## config.mk

```make
export PLATFORM = sky130hd
export DESIGN_NAME = nvm_row_writer
export DESIGN_NICKNAME = d
export VERILOG_FILES = /design/src/rtl/nvm_pkg.sv /design/src/rtl/nvm_busy_timer.sv /design/src/rtl/nvm_row_latch.sv /design/src/rtl/nvm_array.sv /design/src/rtl/nvm_row_writer.sv
export SDC_FILE = /design/constraint.sdc
export NUM_CORES = 2
export LEC_CHECK = 0
export BUFFER_PORTS_ARGS = -buffer_cell sky130_fd_sc_hd__clkbuf_2
export CORE_ASPECT_RATIO = 0.8
export CORE_MARGIN = 1.5
export CORE_UTILIZATION = 55
export CTS_BUF_LIST = sky130_fd_sc_hd__clkbuf_4 sky130_fd_sc_hd__clkbuf_8
export DETAILED_ROUTE_END_ITERATION = 16
export PLACE_DENSITY = 0.71
export SYNTH_ARGS = -nofsm -noshare
export SYNTH_HDL_FRONTEND = slang
export SYNTH_HIERARCHICAL = 1
export SYNTH_SLANG_ARGS = --single-unit
```

## constraint.sdc

```tcl
create_clock -name clk -period 4.4 [get_ports clk]
set_input_delay 0.22 -clock clk [delete_from_list [all_inputs] [get_ports clk]]
set_output_delay 0.22 -clock clk [all_outputs]
set_load 0.03 [all_outputs]
```

## src/rtl/nvm_pkg.sv

```systemverilog
package nvm_pkg;
  // control register bit positions
  localparam int CtlEn   = 0;
  localparam int CtlBusy = 1;
  localparam int CtlRow  = 2;
  localparam int CtlGo   = 3;
  localparam int CtlSby  = 6;

  // bus targets
  localparam logic [1:0] TgtArray = 2'd0;
  localparam logic [1:0] TgtCtl   = 2'd1;
  localparam logic [1:0] TgtBank  = 2'd2;

  typedef enum logic [1:0] {JOB_NONE, JOB_BYTE, JOB_ROW} job_e;
  typedef enum logic [1:0] {SEL_ZERO, SEL_ARR, SEL_CTL, SEL_BANK} rsel_e;
endpackage

```

## src/rtl/nvm_busy_timer.sv

```systemverilog
module nvm_busy_timer #(
  parameter int PROG_CYCLES = 625000,
  localparam int CntW = $clog2(PROG_CYCLES + 1)
) (
  input  logic            clk,
  input  logic            rst,
  input  logic            start,
  output logic            busy,
  output logic            done,
  output logic [CntW-1:0] elapsed
);
  logic [CntW-1:0] left_q;

  always_ff @(posedge clk) begin
    if (rst) begin
      busy   <= 1'b0;
      left_q <= '0;
    end else if (start && !busy) begin
      busy   <= 1'b1;
      left_q <= CntW'(PROG_CYCLES - 1);
    end else if (busy) begin
      if (left_q == '0) busy <= 1'b0;
      else left_q <= left_q - 1'b1;
    end
  end

  assign done    = busy && (left_q == '0);
  assign elapsed = CntW'(PROG_CYCLES - 1) - left_q;
endmodule

```

## src/rtl/nvm_row_latch.sv

```systemverilog
module nvm_row_latch #(
  parameter int DATA_W    = 8,
  parameter int ROW_BYTES = 8,
  parameter int ADDR_W    = 9,
  localparam int IdxW = $clog2(ROW_BYTES),
  localparam int TagW = ADDR_W - IdxW
) (
  input  logic                 clk,
  input  logic                 rst,
  input  logic                 wr,
  input  logic [ADDR_W-1:0]    addr,
  input  logic [DATA_W-1:0]    wdata,
  input  logic                 clear,
  input  logic [IdxW-1:0]      rd_idx,
  output logic [DATA_W-1:0]    rd_data,
  output logic [ROW_BYTES-1:0] mask,
  output logic [TagW-1:0]      tag
);
  logic [DATA_W-1:0] slot_q [ROW_BYTES];
  logic              accept;
  logic [IdxW-1:0]   idx;

  assign idx    = addr[IdxW-1:0];
  assign accept = wr && ((mask == '0) || (addr[ADDR_W-1:IdxW] == tag));

  for (genvar g = 0; g < ROW_BYTES; g++) begin : g_slot
    always_ff @(posedge clk) begin
      if (accept && idx == IdxW'(g)) slot_q[g] <= wdata;
    end
  end

  always_ff @(posedge clk) begin
    if (rst || clear) begin
      mask <= '0;
      tag  <= '0;
    end else if (accept) begin
      mask[idx] <= 1'b1;
      if (mask == '0) tag <= addr[ADDR_W-1:IdxW];
    end
  end

  assign rd_data = slot_q[rd_idx];
endmodule

```

## src/rtl/nvm_array.sv

```systemverilog
module nvm_array #(
  parameter int DATA_W = 8,
  parameter int DEPTH  = 384,
  localparam int AddrW = $clog2(DEPTH)
) (
  input  logic              clk,
  input  logic              we,
  input  logic [AddrW-1:0]  waddr,
  input  logic [DATA_W-1:0] wdata,
  input  logic              re,
  input  logic [AddrW-1:0]  raddr,
  output logic [DATA_W-1:0] rdata
);
  logic [DATA_W-1:0] cells [DEPTH];

  always_ff @(posedge clk) begin
    if (we) cells[waddr] <= wdata;
    if (re) rdata <= cells[raddr];
  end
endmodule

```

## src/rtl/nvm_row_writer.sv

```systemverilog
module nvm_row_writer
  import nvm_pkg::*;
#(
  parameter int DATA_W      = 8,
  parameter int PAGE_BYTES  = 64,
  parameter int PAGES       = 6,
  parameter int ROW_BYTES   = 8,
  parameter int PROG_CYCLES = 625000,
  localparam int OfsW  = $clog2(PAGE_BYTES),
  localparam int PageW = $clog2(PAGES),
  localparam int Depth = PAGES * PAGE_BYTES,
  localparam int AddrW = $clog2(Depth),
  localparam int IdxW  = $clog2(ROW_BYTES),
  localparam int TagW  = AddrW - IdxW,
  localparam int CntW  = $clog2(PROG_CYCLES + 1)
) (
  input  logic              clk,
  input  logic              rst,
  input  logic              cpu_req,
  input  logic              cpu_we,
  input  logic [1:0]        cpu_tgt,
  input  logic [OfsW-1:0]   cpu_addr,
  input  logic [DATA_W-1:0] cpu_wdata,
  output logic [DATA_W-1:0] cpu_rdata
);
  logic en_q, row_q, go_q, sby_q;
  logic [PageW-1:0] bank_q;
  job_e  job_q;
  rsel_e rsel_q;
  logic [DATA_W-1:0] ctl_snap_q, bank_snap_q, ctl_view;
  logic [AddrW-1:0]  flat_addr, pend_addr_q, mem_waddr;
  logic [DATA_W-1:0] pend_data_q, mem_wdata, mem_rdata, row_data;
  logic [ROW_BYTES-1:0] row_mask;
  logic [TagW-1:0]   row_tag;
  logic [CntW-1:0]   elapsed;
  logic busy, done, mem_we, mem_re;
  logic acc_arr, acc_ctl, acc_bank;
  logic arr_wr_ok, byte_go, row_wr, ctl_wr, go_req, row_clear, row_end;

  assign flat_addr = AddrW'(bank_q) * AddrW'(PAGE_BYTES) + AddrW'(cpu_addr);

  assign acc_arr  = cpu_req && (cpu_tgt == TgtArray);
  assign acc_ctl  = cpu_req && (cpu_tgt == TgtCtl);
  assign acc_bank = cpu_req && (cpu_tgt == TgtBank);

  assign arr_wr_ok = acc_arr && cpu_we && !busy && en_q && !sby_q;
  assign byte_go   = arr_wr_ok && !row_q;
  assign row_wr    = arr_wr_ok && row_q;
  assign ctl_wr    = acc_ctl && cpu_we && !busy;
  assign go_req    = ctl_wr && cpu_wdata[CtlGo] && cpu_wdata[CtlRow] &&
                     cpu_wdata[CtlEn] && !cpu_wdata[CtlSby];
  assign row_end   = done && (job_q == JOB_ROW);
  assign row_clear = (ctl_wr && !cpu_wdata[CtlRow]) || row_end;

  nvm_busy_timer #(.PROG_CYCLES(PROG_CYCLES)) u_timer (
    .clk(clk), .rst(rst), .start(byte_go || go_req),
    .busy(busy), .done(done), .elapsed(elapsed)
  );

  nvm_row_latch #(.DATA_W(DATA_W), .ROW_BYTES(ROW_BYTES), .ADDR_W(AddrW)) u_latch (
    .clk(clk), .rst(rst), .wr(row_wr), .addr(flat_addr), .wdata(cpu_wdata),
    .clear(row_clear), .rd_idx(elapsed[IdxW-1:0]), .rd_data(row_data),
    .mask(row_mask), .tag(row_tag)
  );

  // control and bank registers, job tracking
  always_ff @(posedge clk) begin
    if (rst) begin
      en_q   <= 1'b0;
      row_q  <= 1'b0;
      go_q   <= 1'b0;
      sby_q  <= 1'b0;
      bank_q <= '0;
      job_q  <= JOB_NONE;
    end else begin
      if (ctl_wr) begin
        en_q  <= cpu_wdata[CtlEn];
        row_q <= cpu_wdata[CtlRow];
        sby_q <= cpu_wdata[CtlSby];
        go_q  <= go_req;
      end else if (row_end) begin
        row_q <= 1'b0;
        go_q  <= 1'b0;
      end
      if (acc_bank && cpu_we && cpu_wdata < DATA_W'(PAGES))
        bank_q <= cpu_wdata[PageW-1:0];
      if (done) job_q <= JOB_NONE;
      else if (byte_go) job_q <= JOB_BYTE;
      else if (go_req) job_q <= JOB_ROW;
    end
  end

  always_ff @(posedge clk) begin
    if (byte_go) begin
      pend_addr_q <= flat_addr;
      pend_data_q <= cpu_wdata;
    end
  end

  // commit: byte job in the first busy cycle, row job one slot per cycle
  always_comb begin
    mem_we    = 1'b0;
    mem_waddr = pend_addr_q;
    mem_wdata = pend_data_q;
    if (busy && job_q == JOB_BYTE) begin
      mem_we = (elapsed == '0);
    end else if (busy && job_q == JOB_ROW) begin
      mem_waddr = {row_tag, elapsed[IdxW-1:0]};
      mem_wdata = row_data;
      mem_we    = (elapsed < CntW'(ROW_BYTES)) && row_mask[elapsed[IdxW-1:0]];
    end
  end

  assign mem_re = acc_arr && !cpu_we && !busy && !sby_q;

  nvm_array #(.DATA_W(DATA_W), .DEPTH(Depth)) u_array (
    .clk(clk), .we(mem_we), .waddr(mem_waddr), .wdata(mem_wdata),
    .re(mem_re), .raddr(flat_addr), .rdata(mem_rdata)
  );

  // read path
  always_comb begin
    ctl_view = '0;
    if (busy) begin
      ctl_view[CtlBusy] = 1'b1;
    end else begin
      ctl_view[CtlEn]  = en_q;
      ctl_view[CtlRow] = row_q;
      ctl_view[CtlGo]  = go_q;
    end
  end

  always_ff @(posedge clk) begin
    if (rst) begin
      rsel_q      <= SEL_ZERO;
      ctl_snap_q  <= '0;
      bank_snap_q <= '0;
    end else begin
      ctl_snap_q  <= ctl_view;
      bank_snap_q <= DATA_W'(bank_q);
      if (mem_re) rsel_q <= SEL_ARR;
      else if (acc_ctl && !cpu_we) rsel_q <= SEL_CTL;
      else if (acc_bank && !cpu_we) rsel_q <= SEL_BANK;
      else rsel_q <= SEL_ZERO;
    end
  end

  always_comb begin
    case (rsel_q)
      SEL_ARR:  cpu_rdata = mem_rdata;
      SEL_CTL:  cpu_rdata = ctl_snap_q;
      SEL_BANK: cpu_rdata = bank_snap_q;
      default:  cpu_rdata = '0;
    endcase
  end
endmodule

```

==> impl_metrics.tcl <==
set metrics [dict create \
    hold_class "in -> reg" \
    io_buffers 27 \
    fp.dieW_um 537.7 \
    r2r_cells 9 \
    routabilityCongestion 0.9267 \
    drtIter0Drc 10637 \
    drc 0 \
    dp_slack_ns 0.01474 \
    grt_pass1_wl_mm 465.7 \
    ant_nets 0 \
    async_flop_share_pct 0 \
    clock_latency_ns 1.11 \
    slew_violations 0 \
    synth_seq_cells 3214 \
    fp.dieH_um 430.8 \
    finalHoldViolCount 0 \
    fin_ws_ns 0.1170 \
    critPathKind "reg -> reg" \
    syn_nets 5933 \
    coreArea_mm2 0.2266 \
    drive_gt1_share_pct 34.36 \
    final_area_mm2 0.1448 \
    vias_per_cell 6.451 \
    yosysMostFrequentCell "edfxtp_1" \
    synth.avg_cell_area_um2 21.29 \
    synth_edf_count 3161 \
    fillCellCount 14823 \
    power.density_mw_per_mm2 406.4 \
    crit_path_start_kind "flip-flop" \
    cts_setup_buffers 0 \
    dpl.hpwl_mm 203.7 \
    use_met3_pct 7.577 \
    cts_max_path_buffers 4 \
    gr-max-usage-layer "met1" \
    timing.final.crit_share_pct 97.34 \
    grtUsageMet1_pct 43.60 \
    grt.overflow.total 0 \
    setup.worst_path.end_class "flip-flop" \
    wl_mm 324.6 \
    path_clk_slew_ns 0.07 \
    num_rows 156 \
    yosys.area.top_type_share_pct 75.45 \
    num_vias 66415 \
    finalSetupViolCount 0 \
    power_mw 58.84 \
    synth.area.top_cells "edfxtp_1 (75%), mux4_2 (15%), nor2_1 (1.4%)" \
    total_leakage_power_nw 47.05 \
    status "completed" \
    rsz0062_at_grt "false" \
    worst_slew_pin_slew_ns 1.408 \
    synth_top_area_cell "edfxtp_1" \
    synth_area_mm2 0.1258 \
    cts.sinks 3214 \
    grt_pass1_vias 65032 \
    fp.dieArea_mm2 0.2316 \
    track_usage_pct 28.23 \
    max_cap_violations 0 \
    antenna_found_initial 15 \
    finalNetCount 6929 \
    worstPathMaxFanout 13 \
    yosysWarningCount 6 \
    ys_top_cells_by_count "edfxtp_1 (3161), mux4_2 (816), nor2_1 (475)" \
    grt_max_degree 137 \
    syn_inst 5910 \
    cts_buffers 463 \
    root_buffer "clkbuf_8" \
    cp.arrival_ns 4.97 \
    placed_area_mm2 0.1353 \
    ys_types 91 \
    area_growth_pct 15.08 \
    cts_max_level 5 \
    synth_ff_type "edfxtp_1" \
    first_pass_iters 7 \
    worst_clock_skew_ns 0.1198 \
    grtUsageMet2_pct 40.08 \
    ys_seq_area_share_pct 76.29 \
    max_freq_mhz 233.5 \
    hold_path_depth 2 \
    wl_per_cell_um 31.52 \
    initial_utilization_pct 55.52 \
    ir_drop_uv 277.7 \
    worstPathRequired_ns 5.08 \
    finalCriticalPeriod_ns 4.283 \
    tns_ns 0 \
    ioPinCount 28 \
    cts_tree "built" \
    slew_headroom_pct 5.815 \
]
==> layout by cell type, fill, tap and decap left out, drive strengths merged, types with 8 or more instances in the layout <==
master,synthesis,final
nor3,37,37
nor4,19,19
dfxtp,53,53
and2,15,15
nand4,16,16
a211oi,39,39
o221ai,22,22
mux2,68,68
nand3,31,31
clkbuf,153,613
o21ai,44,44
mux2i,163,163
a21oi,53,53
a22oi,45,45
nor3b,10,10
a22o,16,16
nor2,475,475
edfxtp,3161,3161
and3,9,9
mux4,822,822
dlygate4sd3,0,34
or3,10,10
nand2b,17,17
nand2,154,154
xnor2,22,22
nor2b,47,47
bufinv,0,16
a221oi,18,18
a31oi,22,22
o22ai,37,37
inv,14,31
a2111oi,16,16
buf,191,819
clkinvlp,0,10
and3b,8,8
clkinv,1,213
or2,14,14
==> what timing repair did <==
| action | CTS | global route |
|---|---|---|
| cloned | 0 | 0 |
| hold buffers | 34 | 0 |
| resized for setup | 1 | 14 |
| setup endpoints to repair | 48 | 2980 |
| hold endpoints to repair | 144 | 0 |
==> registers in the layout, summed over array words and instances, names as in the netlist <==
signal and flops:
u_array/cells 3072, u_latch/slot_q 64, u_timer/left_q 20, pend_addr_q 9
pend_data_q 8, u_array/rdata 8, u_latch/mask 8, u_latch/tag 6
ctl_snap_q 4, bank_q 3, bank_snap_q 3, job_q 2
rsel_q 2, en_q 1, go_q 1, row_q 1
sby_q 1, u_timer/busy 1
==> path summary, 6_finish.rpt <==
path | end | slack (ns) | start
worst max-delay path | u_array/rdata[1] | 0.12 | bank_q[1]
worst min-delay path | u_latch/slot_q[6][3] | 0.11 | cpu_wdata[3]
worst max register to register | u_array/rdata[1] | 0.12 | bank_q[1]
worst min register to register | u_latch/mask[7] | 0.49 | u_latch/mask[7]
==> critical path: stages, from the launching register on <==
cell       delay [ns]
dfxtp_2          0.48
buf_4            0.27
nor2b_1          0.55
buf_12           0.19
nand2_1          0.33
a2111oi_0        0.62
o41ai_1          0.17
buf_4            0.18
and4_1           0.25
a31oi_1          0.85
==> power breakdown <==
part,switching (mW),internal [mW],total (mW)
logic,1.33,1.05,2.38
clock network,11.4,12.0,23.3
registers,0.00403,33.1,33.1
total,12.7,46.1,58.8
==> metal layers <==
metal / wire length (um) / vias to the layer above
met2: 142700 / 4582
li1: - / 26712
met5: 57 / -
met4: 8679 / 8
met1: 129800 / 34538
met3: 43280 / 575
==> logic make-up after synthesis <==
family	share of synthesized area [%]
buffers and inverters	1.529
flip-flops	76.29
adder cells (fa/ha/maj)	0.02984
multiplexers	16.64
AO/OA/AOI/OAI	2.094
XOR/XNOR	0.1949
AND/OR/NAND/NOR	3.221
==> per-stage QoR <==
step / utilization (%) / cells / hold slack [ns]
global route: 63.88 / 10292 / 0.07822
CTS: 63.86 / 10289 / 0.02047
floorplan: - / 5910 / 0.2916
global placement: 59.72 / 9409 / 0.4455
detailed placement: 59.72 / 9409 / 0.4537
finish: 63.89 / 10296 / 0.1052
==> layout make-up <==
type / count / area, um^2 / share of cell area, %
antenna: 7 / 17.52 / 0.01210
clock buffer: 591 / 7358 / 5.083
clock inverter: 255 / 1687 / 1.165
inverter: 15 / 66.31 / 0.04580
multi-input combinational: 2337 / 28120 / 19.42
sequential: 3214 / 95990 / 66.30
tap: 3002 / 3756 / 2.594
timing repair buffer: 875 / 7782 / 5.376
(Power assumes the default switching activity.)
